## src/rtl/wsbus_pkg.sv

```systemverilog
package wsbus_pkg;
    localparam int ADDR_W   = 22;
    localparam int DATA_W   = 16;
    localparam int CFG_W    = 4;
    localparam int WS_W     = 5;
    localparam int PAGE_LSB = 3;
    localparam logic [WS_W-1:0] PF_RD_WS = WS_W'(2);
    localparam logic [WS_W-1:0] PWD_WS   = WS_W'(16);

    typedef enum logic [3:0] {
        RG_NONE, RG_RAM, RG_PF0, RG_PFA, RG_PFB, RG_PFC,
        RG_FLASH, RG_OTP, RG_PWD, RG_BOOT
    } region_e;

    typedef enum logic [1:0] {ST_IDLE, ST_ALIGN, ST_ACCESS} state_e;

    typedef struct packed {
        region_e             rg;
        logic                we;
        logic [ADDR_W-1:0]   addr;
        logic [DATA_W-1:0]   wdata;
    } acc_s;

    function automatic region_e decode(input logic [ADDR_W-1:0] a);
        if (a <= 22'h0007FF)                          return RG_RAM;
        else if (a <= 22'h000FFF)                     return RG_PF0;
        else if (a >= 22'h005000 && a <= 22'h005FFF)  return RG_PFC;
        else if (a >= 22'h006000 && a <= 22'h006FFF)  return RG_PFA;
        else if (a >= 22'h007000 && a <= 22'h007FFF)  return RG_PFB;
        else if (a >= 22'h008000 && a <= 22'h013FFF)  return RG_RAM;
        else if (a >= 22'h3D7800 && a <= 22'h3D7BFF)  return RG_OTP;
        else if (a >= 22'h3D8000 && a <= 22'h3F7FF7)  return RG_FLASH;
        else if (a >= 22'h3F7FF8 && a <= 22'h3F7FFF)  return RG_PWD;
        else if (a >= 22'h3F8000)                     return RG_BOOT;
        else                                          return RG_NONE;
    endfunction

    function automatic logic is_guarded(input region_e r);
        return (r == RG_PFA) || (r == RG_PFB) || (r == RG_PFC);
    endfunction

    function automatic logic is_stretchable(input region_e r);
        return (r == RG_PFA) || (r == RG_PFC);
    endfunction

    function automatic logic [WS_W-1:0] ws_max(input logic [WS_W-1:0] x,
                                               input logic [WS_W-1:0] y);
        return (x > y) ? x : y;
    endfunction
endpackage

```

## src/rtl/wsbus_timing.sv

```systemverilog
module wsbus_timing
    import wsbus_pkg::*;
(
    input  region_e          rg,
    input  logic             we,
    input  logic             page_hit,
    input  logic [CFG_W-1:0] page_ws,
    input  logic [CFG_W-1:0] rand_ws,
    input  logic [CFG_W-1:0] otp_ws,
    output logic [WS_W-1:0]  waits
);
    logic [WS_W-1:0] pg_eff, rnd_eff, otp_eff;

    always_comb begin
        pg_eff  = WS_W'(page_ws);
        rnd_eff = ws_max(ws_max(WS_W'(rand_ws), WS_W'(1)), pg_eff);
        otp_eff = ws_max(WS_W'(otp_ws), WS_W'(1));
        case (rg)
            RG_PFA, RG_PFB, RG_PFC: waits = we ? '0 : PF_RD_WS;
            RG_FLASH:               waits = page_hit ? pg_eff : rnd_eff;
            RG_OTP:                 waits = otp_eff;
            RG_PWD:                 waits = PWD_WS;
            default:                waits = '0;
        endcase
    end

    always_comb begin

        if (rg == RG_FLASH && !page_hit)
            rand_floor_chk: assert (waits >= WS_W'(1) && waits >= WS_W'(page_ws));

        if (rg == RG_OTP)
            otp_floor_chk: assert (waits >= WS_W'(1));

        if (rg == RG_PWD)
            pwd_fixed_chk: assert (waits == WS_W'(16));

        if (is_guarded(rg) && we)
            pf_write_zero_chk: assert (waits == '0);
    end
endmodule

```

## src/rtl/wsbus_history.sv

```systemverilog
module wsbus_history
    import wsbus_pkg::*;
#(
    parameter int PROT_CYC = 2,
    localparam int PRE_W   = $clog2(PROT_CYC + 1) + 1
) (
    input  logic              clk,
    input  logic              rst,
    input  logic              fin,
    input  region_e           fin_rg,
    input  logic              fin_we,
    input  logic [ADDR_W-1:0] fin_addr,
    input  region_e           nxt_rg,
    input  logic              nxt_we,
    input  logic [ADDR_W-1:0] nxt_addr,
    input  logic              order_en,
    output logic              page_hit,
    output logic [PRE_W-1:0]  pre_n
);
    logic              last_vld;
    region_e           last_rg;
    logic              last_we;
    logic [ADDR_W-1:0] last_addr;
    logic              b2b, reorder;

    always_ff @(posedge clk) begin
        if (rst) begin
            last_vld  <= 1'b0;
            last_rg   <= RG_NONE;
            last_we   <= 1'b0;
            last_addr <= '0;
        end else if (fin) begin
            last_vld  <= 1'b1;
            last_rg   <= fin_rg;
            last_we   <= fin_we;
            last_addr <= fin_addr;
        end
    end

    always_comb begin
        page_hit = last_vld && last_rg == RG_FLASH && nxt_rg == RG_FLASH &&
                   last_addr[ADDR_W-1:PAGE_LSB] == nxt_addr[ADDR_W-1:PAGE_LSB];
        b2b      = last_vld && last_we && last_rg == RG_PFA &&
                   nxt_we && nxt_rg == RG_PFA;
        reorder  = order_en && last_vld && last_we && is_guarded(last_rg) &&
                   !nxt_we && is_guarded(nxt_rg) && last_addr != nxt_addr;
        pre_n    = reorder ? PRE_W'(PROT_CYC) : (b2b ? PRE_W'(1) : '0);
    end


    order_off_chk: assert property (@(posedge clk) disable iff (rst)
        (!order_en && nxt_rg != RG_PFA) |-> pre_n == '0);
endmodule

```

## src/rtl/wsbus_ctrl.sv

```systemverilog
module wsbus_ctrl
    import wsbus_pkg::*;
#(
    parameter int PROT_CYC = 2,
    localparam int PRE_W   = $clog2(PROT_CYC + 1) + 1
) (
    input  logic              clk,
    input  logic              rst,
    input  logic              cpu_req,
    input  logic              cpu_we,
    input  logic [ADDR_W-1:0] cpu_addr,
    input  logic [DATA_W-1:0] cpu_wdata,
    output logic              cpu_stall,
    output logic              cpu_done,
    output logic              cpu_err,
    output logic [DATA_W-1:0] cpu_rdata,
    input  logic [CFG_W-1:0]  cfg_flash_page_ws,
    input  logic [CFG_W-1:0]  cfg_flash_rand_ws,
    input  logic [CFG_W-1:0]  cfg_otp_ws,
    input  logic              cfg_order_en,
    output logic              mem_en,
    output logic              mem_we,
    output logic [ADDR_W-1:0] mem_addr,
    output logic [DATA_W-1:0] mem_wdata,
    input  logic [DATA_W-1:0] mem_rdata,
    input  logic              mem_ready
);
    state_e           state;
    acc_s             cur;
    logic [WS_W-1:0]  wcnt;
    logic [PRE_W-1:0] pcnt;
    region_e          nxt_rg;
    logic             page_hit, accept, fin;
    logic [PRE_W-1:0] pre_n;
    logic [WS_W-1:0]  nxt_waits;

    assign nxt_rg = decode(cpu_addr);
    assign accept = (state == ST_IDLE) && cpu_req;

    wsbus_history #(.PROT_CYC(PROT_CYC)) u_hist (
        .clk(clk), .rst(rst),
        .fin(cpu_done), .fin_rg(cur.rg), .fin_we(cur.we), .fin_addr(cur.addr),
        .nxt_rg(nxt_rg), .nxt_we(cpu_we), .nxt_addr(cpu_addr),
        .order_en(cfg_order_en), .page_hit(page_hit), .pre_n(pre_n)
    );

    wsbus_timing u_timing (
        .rg(nxt_rg), .we(cpu_we), .page_hit(page_hit),
        .page_ws(cfg_flash_page_ws), .rand_ws(cfg_flash_rand_ws),
        .otp_ws(cfg_otp_ws), .waits(nxt_waits)
    );

    assign fin = (state == ST_ACCESS) && wcnt == '0 &&
                 (mem_ready || !is_stretchable(cur.rg));

    always_ff @(posedge clk) begin
        if (rst) begin
            state <= ST_IDLE;
            cur   <= '{rg: RG_NONE, we: 1'b0, addr: '0, wdata: '0};
            wcnt  <= '0;
            pcnt  <= '0;
        end else begin
            case (state)
                ST_IDLE: if (accept) begin
                    cur   <= '{rg: nxt_rg, we: cpu_we, addr: cpu_addr, wdata: cpu_wdata};
                    wcnt  <= nxt_waits;
                    pcnt  <= pre_n;
                    state <= (pre_n != '0) ? ST_ALIGN : ST_ACCESS;
                end
                ST_ALIGN: begin
                    pcnt <= pcnt - PRE_W'(1);
                    if (pcnt <= PRE_W'(1)) state <= ST_ACCESS;
                end
                ST_ACCESS: begin
                    if (wcnt != '0) wcnt <= wcnt - WS_W'(1);
                    if (fin) state <= ST_IDLE;
                end
                default: state <= ST_IDLE;
            endcase
        end
    end

    always_comb begin
        cpu_done  = fin;
        cpu_stall = (state != ST_IDLE) && !fin;
        cpu_err   = fin && cur.rg == RG_NONE;
        cpu_rdata = (fin && !cur.we && cur.rg != RG_NONE) ? mem_rdata : '0;
        mem_en    = (state == ST_ACCESS) && cur.rg != RG_NONE;
        mem_we    = mem_en && cur.we;
        mem_addr  = cur.addr;
        mem_wdata = cur.wdata;
    end


    bus_hold_chk: assert property (@(posedge clk) disable iff (rst)
        (mem_en && !cpu_done) |=> (mem_en && $stable(mem_addr) && $stable(mem_we)));

    quiet_after_done_chk: assert property (@(posedge clk) disable iff (rst)
        cpu_done |=> (!mem_en && !cpu_done && !cpu_stall));

    unmapped_quiet_chk: assert property (@(posedge clk) disable iff (rst)
        cpu_err |-> (cpu_rdata == '0 && !mem_en));

    fixed_frame_chk: assert property (@(posedge clk) disable iff (rst)
        (cpu_done && mem_en && !mem_ready) |-> !is_stretchable(cur.rg));

    reset_idle_chk: assert property (@(posedge clk)
        $past(rst) |-> (!cpu_stall && !cpu_done && !mem_en));
endmodule

```

## config.mk

```make
export PLATFORM = sky130hd
export DESIGN_NAME = wsbus_ctrl
export DESIGN_NICKNAME = d
export VERILOG_FILES = /design/src/rtl/wsbus_pkg.sv /design/src/rtl/wsbus_timing.sv /design/src/rtl/wsbus_history.sv /design/src/rtl/wsbus_ctrl.sv
export SDC_FILE = /design/constraint.sdc
export NUM_CORES = 1
export LEC_CHECK = 0
export BUFFER_PORTS_ARGS = -buffer_cell sky130_fd_sc_hd__buf_4
export CORE_MARGIN = 2
export CORE_UTILIZATION = 38
export DETAILED_ROUTE_END_ITERATION = 6
export GPL_ROUTABILITY_DRIVEN = 0
export PLACE_DENSITY = 0.67
export SLEW_MARGIN = 20
export SYNTH_ARGS = -nofsm -noshare
export SYNTH_HDL_FRONTEND = slang
export SYNTH_SLANG_ARGS = --single-unit
```

## constraint.sdc

```tcl
create_clock -name clk -period 3.19 [get_ports clk]
set_input_delay 0 -clock clk [delete_from_list [all_inputs] [get_ports clk]]
set_output_delay 0 -clock clk [all_outputs]
set_load 0.02 [all_outputs]
```

==> key figures <==
Clock network
  • Longest Clk Path Bufs: 2
  • Clock root buffer: clkbuf_8
  • Clock transition at path regs: 0.08 ns
  • Post CTS Setup Buffer Count: 0
  • Clock sinks: 81
  • H-tree depth: 3
  • Worst-skew pair later-pin latency: 0.35 ns
  • Num CTS Buffers: 9
  • CTS tree: built

Timing
  • Slew Viols, Final: 0
  • # setup viols final: 0
  • Final Hold Vio Count: 0
  • Slew headroom: 0.4438
  • RSZ-0062 raised after global routing: false
  • Peak Freq: 335.7 MHz
  • Fin Clk Skew: 0.006633 ns
  • TNS Setup: 0 ns
  • Slew of the pin with the lowest slew margin: 0.8343 ns
  • Period Utilization, post-route: 0.9338
  • Final Critical Period: 2.979 ns

GRT
  • Vias in the first global route: 3882
  • Initial antenna violation count: 0
  • First-pass GRT wire length: 18090 µm
  • Tot GR Track Use: 0.1923
  • GRT overflow: 0
  • Pin count of the biggest net entering global routing: 79

Critical path
  • Max FO, Critical Path: 5
  • Crit Path Category: input pin to flip-flop
  • Worst setup EP type: flip-flop
  • Worst EP required: 3.43 ns
  • Crit path DAT: 3.22 ns
  • Critical Path Start Type: input pin

Power
  • Lkg Pwr: 2.340 nW
  • Worst vdd ir: 0.2558 mV
  • Power Density: 420.1 nW/µm²

Synth
  • Largest area contributor in the netlist: dfxtp_1
  • Register area share after synthesis: 0.3805
  • Synth top area share: 0.3805
  • Post-Syn Area: 4262 µm²
  • Gate Count Post-Synth: 566
  • Top-count cell post-synth: nand2_1
  • Synth async-reset ratio: 0
  • Synth Register Bits: 81
  • Commonest cells post-synth: nand2_1, dfxtp_1, a21oi_1
  • Area contributors post-synth: dfxtp_1, nand2_1, a21oi_1
  • Yosys warning count: 0
  • Syn_nets: 644
  • Post-synth EDFFs: 0
  • Synth Area per Inst: 7.529 µm²
  • Main flop type after synthesis: dfxtp_1
  • Count of cell types in the netlist: 51

Routing
  • Drt pass-1 iters: 4
  • Vias: 4140
  • Final WL: 11620 µm
  • DRC: 0
  • Detailed-route wire length per cell: 13.96 µm
  • Initial DRC Count: 183
  • ANT nets after route: 0
  • Via density: 4.976

Worst hold path
  • Worst hold-check path type: input pin to flip-flop

Floorplanning
  • Horiz. Die Dim: 109.9 µm
  • Row cnt: 38
  • Core ar.: 10890 µm²
  • Die height: 109.9 µm
  • Initial Utilization: 0.3914
  • Io pins: 131
  • DIE AREA: 12080 µm²

Cells and area
  • Register area: 1622 µm²
  • Synth-to-Final Area Change: 33.71%
  • Multi-input gate area: 2173 µm²
  • Antenna Cells: 0
  • Final Cell Area: 5698 µm²
  • Fillers: 1058
  • Nets: 765
  • Layout cells sized above 1: 0.2312

Outcome
  • Outcome: completed

Placement
  • Dpl hpwl: 8171 µm
  • Post-DP Area: 5039 µm²
  • Port-buffer cells: 130

Flow run
  • # Max-Cap Violations: 0
==> power breakdown <==
group	switching (mW)	internal [mW]
sequential	0.0426	1.06
clock	0.354	0.366
combinational	0.309	0.259
==> sequential cells by signal (all words and copies together) (netlist names) <==
| name | count |
|---|---|
| mem_addr | 22 |
| u_hist.last_addr | 22 |
| mem_wdata | 16 |
| cur | 5 |
| wcnt | 5 |
| u_hist.last_rg | 4 |
| pcnt | 3 |
| state | 2 |
| u_hist.last_vld | 1 |
| u_hist.last_we | 1 |
==> layout make-up <==
type / instances / area share
Clock inverter: 2 / 0.001757
Tap cell: 140 / 0.03074
Timing Repair Buffer: 182 / 0.2622
Inverter: 11 / 0.007246
Sequential cell: 81 / 0.2846
Multi-Input combinational cell: 402 / 0.3814
Clock buffer: 14 / 0.03206
==> stage by stage <==
stage	cells	total power, mW	hold WS (ns)	worst slack, ns	utilization
floorplan	566	1.465	0.08969	0.8931	-
global placement	770	1.636	0.2481	0.7231	0.4628
detailed placement	770	1.648	0.2596	0.5603	0.4628
CTS	832	2.418	0.02163	0.1584	0.5228
global route	832	2.512	0.03958	0.08880	0.5233
finish	832	2.394	0.04558	0.2112	0.5233
==> what timing repair did <==
| item | in CTS | in global routing |
|---|---|---|
| endpoints found under the setup margin | 0 | 16 |
| hold endpoints to repair | 43 | 0 |
| hold buffers | 46 | 0 |
| gates resized for setup | 0 | 1 |
==> critical path, cell delays in order <==
cell           delay, ns
dlygate4sd3_1       0.53
buf_4               0.11
inv_1               0.03
ha_1                0.31
nand3b_1            0.09
nand2_1             0.08
o211ai_1            0.11
a31oi_1             0.49
mux2i_1             0.24
dlygate4sd3_1       0.56
o22ai_1             0.08
dlygate4sd3_1       0.59
==> cell families (layout without fill, tap and decap cells) <==
logic type | count (synthesis) | count (layout) | synth area share
flip-flops | 81 | 81 | 0.3805
buffers and inverters | 83 | 209 | 0.1122
AND/OR/NAND/NOR | 252 | 252 | 0.2710
multiplexers | 5 | 5 | 0.01204
AO/OA/AOI/OAI | 114 | 114 | 0.1553
adder cells (fa/ha/maj) | 6 | 6 | 0.01762
XOR/XNOR | 25 | 25 | 0.05138
==> placed cells by master (no fill, tap or decap), types with 2 or more instances in the layout <==
cell type,n
dlygate4sd3_1,46
a211oi_1,3
nor4_1,4
and3_1,2
inv_1,11
or4_1,2
o21ai_0,11
nand3b_1,5
o31ai_1,3
a21oi_1,78
o221ai_1,2
nand4b_1,3
nor2b_1,2
xor2_1,4
o22ai_1,2
ha_1,6
clkbuf_8,13
nor3_1,12
nand3_1,8
xnor2_1,21
mux2i_1,4
and2_1,17
a31oi_1,2
nand2_1,150
o211ai_1,2
nor2_1,24
clkinv_2,2
nand4_1,8
buf_4,135
or4_4,2
dfxtp_1,81
nand2b_1,7
==> per-layer routing <==
layer	vias to the layer above	share of wire	wire (µm)	track usage
met5	-	0	0	0
met4	0	0.022	251	0.07233
met3	22	0.063	730	0.04090
met2	148	0.49	5683	0.3370
met1	1874	0.43	4950	0.2288
li1	2096	-	-	-
==> path summary, 6_finish.rpt <==
path	from	end	cells past startpoint	slack, ns
hold reg to reg	mem_wdata[15]	mem_wdata[15]	2	0.46
hold / removal	cpu_req	pcnt[2]	4	0.05
setup / recovery	cfg_flash_page_ws[2]	wcnt[2]	12	0.21
setup reg to reg	u_hist.last_addr[18]	wcnt[2]	8	0.33
No activity file was read; power rests on OpenSTA's default activity.
